[config.mk]
export PLATFORM = sky130hd
export DESIGN_NAME = mul_flag_unit
export DESIGN_NICKNAME = d
export VERILOG_FILES = /design/src/rtl/mfu_pkg.sv /design/src/rtl/mfu_operand_prep.sv /design/src/rtl/mfu_shift_add_core.sv /design/src/rtl/mfu_flag_gen.sv /design/src/rtl/mul_flag_unit.sv
export SDC_FILE = /design/constraint.sdc
export NUM_CORES = 1
export LEC_CHECK = 0
export BUFFER_PORTS_ARGS = -buffer_cell sky130_fd_sc_hd__clkbuf_2
export CORE_ASPECT_RATIO = 1.2
export CORE_MARGIN = 3
export CORE_UTILIZATION = 50
export DETAILED_ROUTE_END_ITERATION = 7
export PLACE_DENSITY = 0.65
export SETUP_SLACK_MARGIN = 0.5
export SLEW_MARGIN = 15
export SYNTH_ARGS = -nofsm -noshare
export SYNTH_HDL_FRONTEND = slang
export SYNTH_HIERARCHICAL = 1
export SYNTH_SLANG_ARGS = --single-unit
[constraint.sdc]
create_clock -name clk -period 3.7 [get_ports clk]
set_input_delay 0.185 -clock clk [delete_from_list [all_inputs] [get_ports clk]]
set_output_delay 0.185 -clock clk [all_outputs]
set_load 0.02 [all_outputs]
[src/rtl/mfu_pkg.sv]
package mfu_pkg;
  typedef enum logic [1:0] {
    SZ_BYTE = 2'd0,
    SZ_HALF = 2'd1,
    SZ_WORD = 2'd2,
    SZ_WALT = 2'd3
  } mfu_size_e;
endpackage

[src/rtl/mfu_operand_prep.sv]
module mfu_operand_prep #(
  parameter int W  = 32,
  parameter int CW = $clog2(2 * W + 1)
) (
  input  logic [1:0]     size_sel,
  input  logic           signed_mode,
  input  logic           ext_mode,
  input  logic [W-1:0]   a_in,
  input  logic [W-1:0]   b_in,
  output logic [1:0]     size_eff,
  output logic [2*W-1:0] a_wide,
  output logic [2*W-1:0] b_wide,
  output logic [CW-1:0]  iter_count
);
  import mfu_pkg::*;
  localparam int BW = W / 4;
  localparam int HW = W / 2;

  function automatic logic [2*W-1:0] widen(input logic [W-1:0] v,
                                           input logic [1:0] sz,
                                           input logic sgn);
    logic [2*W-1:0] r;
    case (sz)
      SZ_BYTE: r = {{(2*W-BW){sgn & v[BW-1]}}, v[BW-1:0]};
      SZ_HALF: r = {{(2*W-HW){sgn & v[HW-1]}}, v[HW-1:0]};
      default: r = {{W{sgn & v[W-1]}}, v};
    endcase
    return r;
  endfunction

  always_comb begin
    size_eff = ext_mode ? SZ_WORD : size_sel;
    a_wide   = widen(a_in, size_eff, signed_mode);
    b_wide   = widen(b_in, size_eff, signed_mode);
    case (size_eff)
      SZ_BYTE: iter_count = CW'(2 * BW);
      SZ_HALF: iter_count = CW'(2 * HW);
      default: iter_count = CW'(2 * W);
    endcase
  end
endmodule

[src/rtl/mfu_shift_add_core.sv]
module mfu_shift_add_core #(
  parameter int W  = 32,
  parameter int CW = $clog2(2 * W + 1)
) (
  input  logic           clk,
  input  logic           rst,
  input  logic           load,
  input  logic [2*W-1:0] a_wide,
  input  logic [2*W-1:0] b_wide,
  input  logic [CW-1:0]  iter_count,
  output logic [2*W-1:0] product,
  output logic           finished
);
  logic [2*W-1:0] mcand, mplier, acc;
  logic [CW-1:0]  remain;
  logic           running;

  always_ff @(posedge clk) begin
    if (rst) begin
      mcand    <= '0;
      mplier   <= '0;
      acc      <= '0;
      remain   <= '0;
      running  <= 1'b0;
      finished <= 1'b0;
    end else begin
      finished <= 1'b0;
      if (load) begin
        mcand   <= a_wide;
        mplier  <= b_wide;
        acc     <= '0;
        remain  <= iter_count;
        running <= 1'b1;
      end else if (running) begin
        if (mplier[0]) acc <= acc + mcand;
        mcand  <= mcand << 1;
        mplier <= mplier >> 1;
        remain <= remain - 1'b1;
        if (remain == CW'(1)) begin
          running  <= 1'b0;
          finished <= 1'b1;
        end
      end
    end
  end

  assign product = acc;
endmodule

[src/rtl/mfu_flag_gen.sv]
module mfu_flag_gen #(
  parameter int W = 32
) (
  input  logic [2*W-1:0] product,
  input  logic [1:0]     size_eff,
  input  logic           ext_mode,
  output logic [W-1:0]   lo_word,
  output logic [W-1:0]   hi_word,
  output logic           z_new,
  output logic           s_new,
  output logic           ov_new
);
  import mfu_pkg::*;
  localparam int BW = W / 4;
  localparam int HW = W / 2;

  always_comb begin
    hi_word = '0;
    ov_new  = 1'b0;
    if (ext_mode) begin
      lo_word = product[W-1:0];
      hi_word = product[2*W-1:W];
      s_new   = product[2*W-1];
      z_new   = (product == '0);
    end else begin
      case (size_eff)
        SZ_BYTE: begin
          lo_word = {{(W-BW){1'b0}}, product[BW-1:0]};
          s_new   = product[BW-1];
          ov_new  = |product[2*BW-1:BW];
        end
        SZ_HALF: begin
          lo_word = {{(W-HW){1'b0}}, product[HW-1:0]};
          s_new   = product[HW-1];
          ov_new  = |product[2*HW-1:HW];
        end
        default: begin
          lo_word = product[W-1:0];
          s_new   = product[W-1];
          ov_new  = |product[2*W-1:W];
        end
      endcase
      z_new = (lo_word == '0);
    end
  end
endmodule

[src/rtl/mul_flag_unit.sv]
module mul_flag_unit #(
  parameter int W = 32
) (
  input  logic         clk,
  input  logic         rst,
  input  logic         start,
  input  logic [1:0]   size_sel,
  input  logic         signed_mode,
  input  logic         ext_mode,
  input  logic [W-1:0] opnd_a,
  input  logic [W-1:0] opnd_b,
  output logic         busy,
  output logic         done,
  output logic [W-1:0] result_lo,
  output logic [W-1:0] result_hi,
  output logic         flag_z,
  output logic         flag_s,
  output logic         flag_ov
);
  localparam int CW = $clog2(2 * W + 1);

  logic           accept;
  logic [1:0]     size_eff, size_q;
  logic           ext_q;
  logic [2*W-1:0] a_wide, b_wide, product;
  logic [CW-1:0]  iter_count;
  logic           finished;
  logic [W-1:0]   lo_word, hi_word;
  logic           z_new, s_new, ov_new;

  assign accept = start & ~busy;

  mfu_operand_prep #(.W(W), .CW(CW)) u_prep (
    .size_sel(size_sel), .signed_mode(signed_mode), .ext_mode(ext_mode),
    .a_in(opnd_a), .b_in(opnd_b), .size_eff(size_eff),
    .a_wide(a_wide), .b_wide(b_wide), .iter_count(iter_count)
  );

  mfu_shift_add_core #(.W(W), .CW(CW)) u_core (
    .clk(clk), .rst(rst), .load(accept), .a_wide(a_wide), .b_wide(b_wide),
    .iter_count(iter_count), .product(product), .finished(finished)
  );

  mfu_flag_gen #(.W(W)) u_flags (
    .product(product), .size_eff(size_q), .ext_mode(ext_q),
    .lo_word(lo_word), .hi_word(hi_word),
    .z_new(z_new), .s_new(s_new), .ov_new(ov_new)
  );

  always_ff @(posedge clk) begin
    if (rst) begin
      busy      <= 1'b0;
      done      <= 1'b0;
      size_q    <= '0;
      ext_q     <= 1'b0;
      result_lo <= '0;
      result_hi <= '0;
      flag_z    <= 1'b0;
      flag_s    <= 1'b0;
      flag_ov   <= 1'b0;
    end else begin
      done <= 1'b0;
      if (accept) begin
        busy   <= 1'b1;
        size_q <= size_eff;
        ext_q  <= ext_mode;
      end else if (finished) begin
        busy      <= 1'b0;
        done      <= 1'b1;
        result_lo <= lo_word;
        result_hi <= hi_word;
        flag_z    <= z_new;
        flag_s    <= s_new;
        if (!ext_q) flag_ov <= ov_new;
      end
    end
  end
endmodule

Word level (Yosys, flattened, before mapping)

Cells that the tools add are included.

Bits in registers: 273
Latch bits: 0
Memory bits (writable): 0
Bits in read-only memories: 0
Output and inout bits: 69
Logic and storage cells: 70
Memories: 0

$add $sub $neg: 2
$mul: 0
Div/mod/pow operators: 0
$lt $le $gt $ge: 0
Eq/ne operators: 3
Shift-type cells: 0
Multiplexer cells: 25
Bitwise logic cells: 11
Reductions and logical operators: 14

Operator list:

| operator                                             | count |
|---|---|
| 2-to-1 mux 64 bit                                    | 4 |
| one-hot mux 64 bit (2 select lines)                  | 2 |
| 2-to-1 mux 32 bit                                    | 3 |
| adder 64 bit                                         | 1 |
| zero test 64 bit                                     | 1 |
| one-hot mux 32 bit (2 select lines)                  | 1 |
| zero test 32 bit                                     | 1 |
| OR reduction 32 bit                                  | 1 |
| OR reduction 16 bit                                  | 1 |
| 2-to-1 mux 7 bit                                     | 2 |
| one-hot mux 7 bit (2 select lines)                   | 1 |
| 2-to-1 mux 1 bit                                     | 9 |
| OR reduction 8 bit                                   | 1 |
| AND 1 bit                                            | 7 |
| equality test 7 x 1 -> 1 bit (second input constant) | 1 |
| subtractor 7 x 1 -> 7 bit (second input constant)    | 1 |
| equality test 2 x 1 -> 1 bit (second input constant) | 2 |
| zero test 2 bit                                      | 2 |
| NOT 1 bit                                            | 4 |
| one-hot mux 1 bit (2 select lines)                   | 2 |
| AND reduction 2 bit                                  | 2 |
| nonzero test 2 bit                                   | 2 |
| AND reduction 3 bit                                  | 1 |
| OR reduction 3 bit                                   | 1 |
| 2 further kinds                                      | 2 |

Depth between registers and ports, before layout

Depth after elaboration: 5
Depth in mapped cells: 12
Mapped depth without buffers: 12

Cells and area by module

Netlist, hierarchy kept.

Modules (own cells, without submodules):

| module             | instances | cells each | area each (µm²) | sequential area each (µm²) |
|---|---|---|---|---|
| mfu_shift_add_core | 1         | 1553       | 11975.2         | 4023.9 |
| mul_flag_unit      | 1         | 309        | 3205.6          | 1441.4 |
| mfu_operand_prep   | 1         | 162        | 1218.7          | 0.0 |
| mfu_flag_gen       | 1         | 104        | 701.9           | 0.0 |

Worst setup path before layout

No wires, ideal clock.

Path type: input -> register
Start: input ext_mode
End: register u_core.mcand[38]
Setup time: 0.065 ns
Arrival: 2.872 ns
Required time: 3.635 ns
Path slack: 0.763 ns
Stages: 6
Path buffers: 2
Cells stage by stage: or3b_1 > clkbuf_1 > o21ai_0 > buf_4 > a21oi_1 > nor2_1

Word-level cells in the longest chain between the ends: 4
Elaborated cells on any way between the ends: 5

RTL lines:

| element                                                                | line                     | RTL |
|---|---|---|
| from (decl)                                                            | mul_flag_unit.sv:9       | `input logic ext_mode,` |
| 2-to-1 mux 2 bit *                                                     | mfu_operand_prep.sv:32   | `size_eff = ext_mode ? SZ_WORD : size_sel;` |
| equality test 2 x 1 -> 1 bit / zero test 2 bit (equally long branches) | mfu_operand_prep.sv:23   | `case (sz)` |
| one-hot mux 64 bit (2 select lines) *                                  | mfu_operand_prep.sv:23   |  |
| via a_wide[38]                                                         | mul_flag_unit.sv:25      | `logic [2*W-1:0] a_wide, b_wide, product;` |
| 2-to-1 mux 64 bit *                                                    | mfu_shift_add_core.sv:28 | `if (load) begin` |
| to (signal assigned)                                                   | mfu_shift_add_core.sv:29 | `mcand <= a_wide;` |
| to (signal assigned)                                                   | mfu_shift_add_core.sv:36 | `mcand <= mcand << 1;` |
| to (decl)                                                              | mfu_shift_add_core.sv:14 | `logic [2*W-1:0] mcand, mplier, acc;` |

Mark *: on every way through the listed nets, which the timed path passes. The rest lies on a longest branch.
A chain may end at the register's enable or synchronous reset.

Final worst setup path

Start: register u_core.acc[14] (netlist: u_core/product[14])
End: register u_core.acc[61] (netlist: u_core/product[61])

Word-level cells in the longest chain between the ends: 1

RTL lines:

| element                | line                     | RTL |
|---|---|---|
| from (decl)            | mfu_shift_add_core.sv:14 |  |
| from (signal assigned) | mfu_shift_add_core.sv:35 | `if (mplier[0]) acc <= acc + mcand;` |
| adder 64 bit           | mfu_shift_add_core.sv:35 |  |

No other way between the ends.

==> metrics.txt <==
outcome completed; Least-Margin Pin Slew 1.074 ns; flop2flop setup slack 0.65 ns; initial antenna violation count 1; distinct cell type count after synthesis 76; Final period util 82.42%; IO Port Bufs 139; Die X-Extent 174.8 um; Syn. warnings 6; maximum buffer depth of the clock tree 3; hold depth 4; number of synthesized flops with an enable pin 0; FFs w/ async S/R, synth 0%; Post-layout nets 2,298; RSZ-0062 raised after global routing yes; GRT overflow 0; Tmin final 3.050 ns; Synth area leaders dfxtp_1 32%, mux2i_1 12%, a21oi_1 7.2%; crit path kind reg -> reg; Initial DRT Pass Iterations 5; Seq/Total Area, Yosys 31.96%; H-Tree Depth 1; Max Slew Vio Count 0; largest net degree at the start of global routing 275; crit path DAT 3.50 ns; Die Ht 208.6 um; Routed WL per cell 17.10 um; Fmax 0.3279 GHz; Sw Ratio 26.57%; clock sink count 273; crit-path max cell delay 0.44 ns; Leak 7.586 nW; # IOs 140; CP startpoint kind flop; crit-path cells ha_4 -> nand4_1 -> or3_1 -> or4_4 -> o211ai_2 -> a21boi_4 -> o221a_2 -> o21ai_1 -> o211ai_1 -> xnor2_1 -> a22o_1; CP required 4.15 ns; filler cell count 3,125; Relative slew margins 28.40%; Syn Area/Cell 8.036 um^2; reg2reg end u_core/product[61]; Hold Crit Start opnd_a[9]; 1st-iter DRT viols 964; Total Neg Setup Slack 0 ns; CP endpoint kind flop; clock power share 43.0%; Mapped Area 17,100 um^2; first-pass GRT wire length 72,970 um; CTS Buf Count 30; Rows 73; sequential power share 44.6%; CTS tree built; Vias/cell 5.546; crit path max fanout 8; Yosys top cell area share 31.96%; DRC 0; worst min-delay path class in -> reg; Yosys reg bits 273; layout overhead on the synthesized area 11.59%; post-route worst setup slack 0.6505 ns; wirelength, routed 45,020 um; dpl hpwl 30,800 um; Final ANT Viol Nets 0; overall power 6.985 mW; All-Layer GR Usage 23.84%; top_reg_cell synth dfxtp_1; Max-cap violations 0; final core area utilization 57.09%; Clk Latency, worst-skew pair 0.59 ns; Yosys top cell by area dfxtp_1; Reg area 5472 um^2; CP max stage cell or4_4; via count 14,600; final hold viol count 0; NetSw 1.856 mW; CTS Root Cell clkbuf_16; Reg2Reg Depth 11; vias in the first global route 13,880; clock skew 0.03437 ns; synthesized netlist cell count 2,128; Final GP Congestion 0.9105; internal power 5.130 mW; power per standard cell area 366.0 nW/um^2; DP Worst Slack 0.4476 ns; worst hold path endpoint u_core/mcand[9]; CORE AREA 33,430 um^2; Antenna diodes 0; worst vdd ir 0.2965 mV; Die ar. 36,470 um^2; worst reg2reg path startpoint u_core/product[14]; initial core utilization 51.16%; Gate power share 12.4%; layout cells sized above 1 12.23%; area taken by multi-input logic gates 10,400 um^2; clock-pin slew on the worst setup and hold paths 0.06 ns; final setup vio count 0
[state kept, by name, indices dropped and copies added (netlist names)]
signal,count
u_core/finished,1
flag_z,1
ext_q,1
result_lo,32
busy,1
done,1
u_core/remain,7
size_q,2
flag_s,1
result_hi,32
u_core/product,64
u_core/running,1
flag_ov,1
u_core/mcand,64
u_core/mplier,64
[cells in the mapped netlist, types with 43 or more instances]
master,number
nor2_1,321
dfxtp_1,273
a21oi_1,247
mux2i_1,198
nand2b_1,141
nand2_1,137
clkbuf_1,103
buf_4,96
ha_1,65
o21ai_0,61
o2bb2ai_1,48
a21o_1,43
[layout make-up]
class	count	share of cell area (%)
well taps	450	2.950
inverters	24	0.4721
clock inverters	14	0.7540
clock buffers	40	4.399
repair buffers	229	8.255
flip-flops and latches	273	28.67
multi-input cells	1603	54.50
[how the worst max path moves through the flow]
stage | startpoint | to | slack, ns | cells after the start
final | u_core/product[14] | u_core/product[61] | 0.65 | 11
after global placement | u_core/product[0] | u_core/product[62] | 0.53 | 12
after floorplan | ext_mode | u_core/mcand[38] | 0.76 | 6
after detailed placement | u_core/product[0] | u_core/product[62] | 0.45 | 12
after global routing | u_core/product[1] | u_core/product[55] | 0.48 | 10
after CTS | u_core/product[0] | u_core/product[62] | 0.44 | 12
[critical path: cells and delay by family, from the launching register on]
family	cells	cell delay, ns
adder cells (fa/ha/maj)	1	0.33
AND/OR/NAND/NOR	3	0.99
flip-flops	1	0.36
XOR/XNOR	1	0.14
AO/OA/AOI/OAI	6	1.10
[layout by cell type, fill, tap and decap left out, drive strengths merged, types with 9 or more instances in the layout]
master,instances
nor2,322
o21a,9
nand4,23
nand3,19
dfxtp,273
nor3,15
a21oi,248
mux2i,198
inv,25
or3,9
o21ai,62
nand2b,141
o21bai,9
nand2,137
a21o,43
nor2b,32
xor2,25
and2,41
dlygate4sd3,64
o211ai,10
buf,27
clkbuf,178
xnor2,35
a211oi,18
nor4,18
ha,65
o2bb2ai,49
[cells by family after synthesis]
kind of cell             synth area share [%]
flip-flops                              31.96
buffers and inverters                   8.333
other                                 0.02193
AND/OR/NAND/NOR                         22.16
XOR/XNOR                                3.073
adder cells (fa/ha/maj)                 4.873
multiplexers                            11.68
AO/OA/AOI/OAI                           17.90
[per-layer routing]
| metal | vias up | track usage (%) | part of all wire, % |
|---|---|---|---|
| met2 | 394 | 36.97 | 44 |
| li1 | 7347 | - | - |
| met5 | - | 0 | 0.038 |
| met1 | 6780 | 34.71 | 48 |
| met4 | 2 | 6.524 | 2.5 |
| met3 | 79 | 3.381 | 5.7 |
[power by group through the flow]
stage | sequential, mW | combinational [mW] | clock (mW)
CTS | 3.11 | 0.850 | 3.08
detailed placement | 3.17 | 0.792 | 0
finish | 3.11 | 0.868 | 3.01
floorplan | 3.14 | 0.717 | 0
global placement | 3.17 | 0.786 | 0
global route | 3.12 | 0.960 | 3.18
[per-stage QoR]
step / std cells / cell area (um^2) / hold slack, ns
after detailed placement: 2510 / 17260 / 0.4206
final: 2633 / 19080 / 0.03673
after floorplan: 2131 / 17110 / 0.3322
after CTS: 2628 / 18890 / 0.01329
after global placement: 2510 / 17260 / 0.4138
after global routing: 2633 / 19080 / 0.09157
[timing repair]
item                                   CTS  global route
buffers inserted                         0             5
pin swaps                                2             9
hold buffers                            64             0
endpoints found under the hold margin   64             0
setup endpoints to repair                7            29
resized for setup                        2            32
No activity file was read; power rests on OpenSTA's default activity.
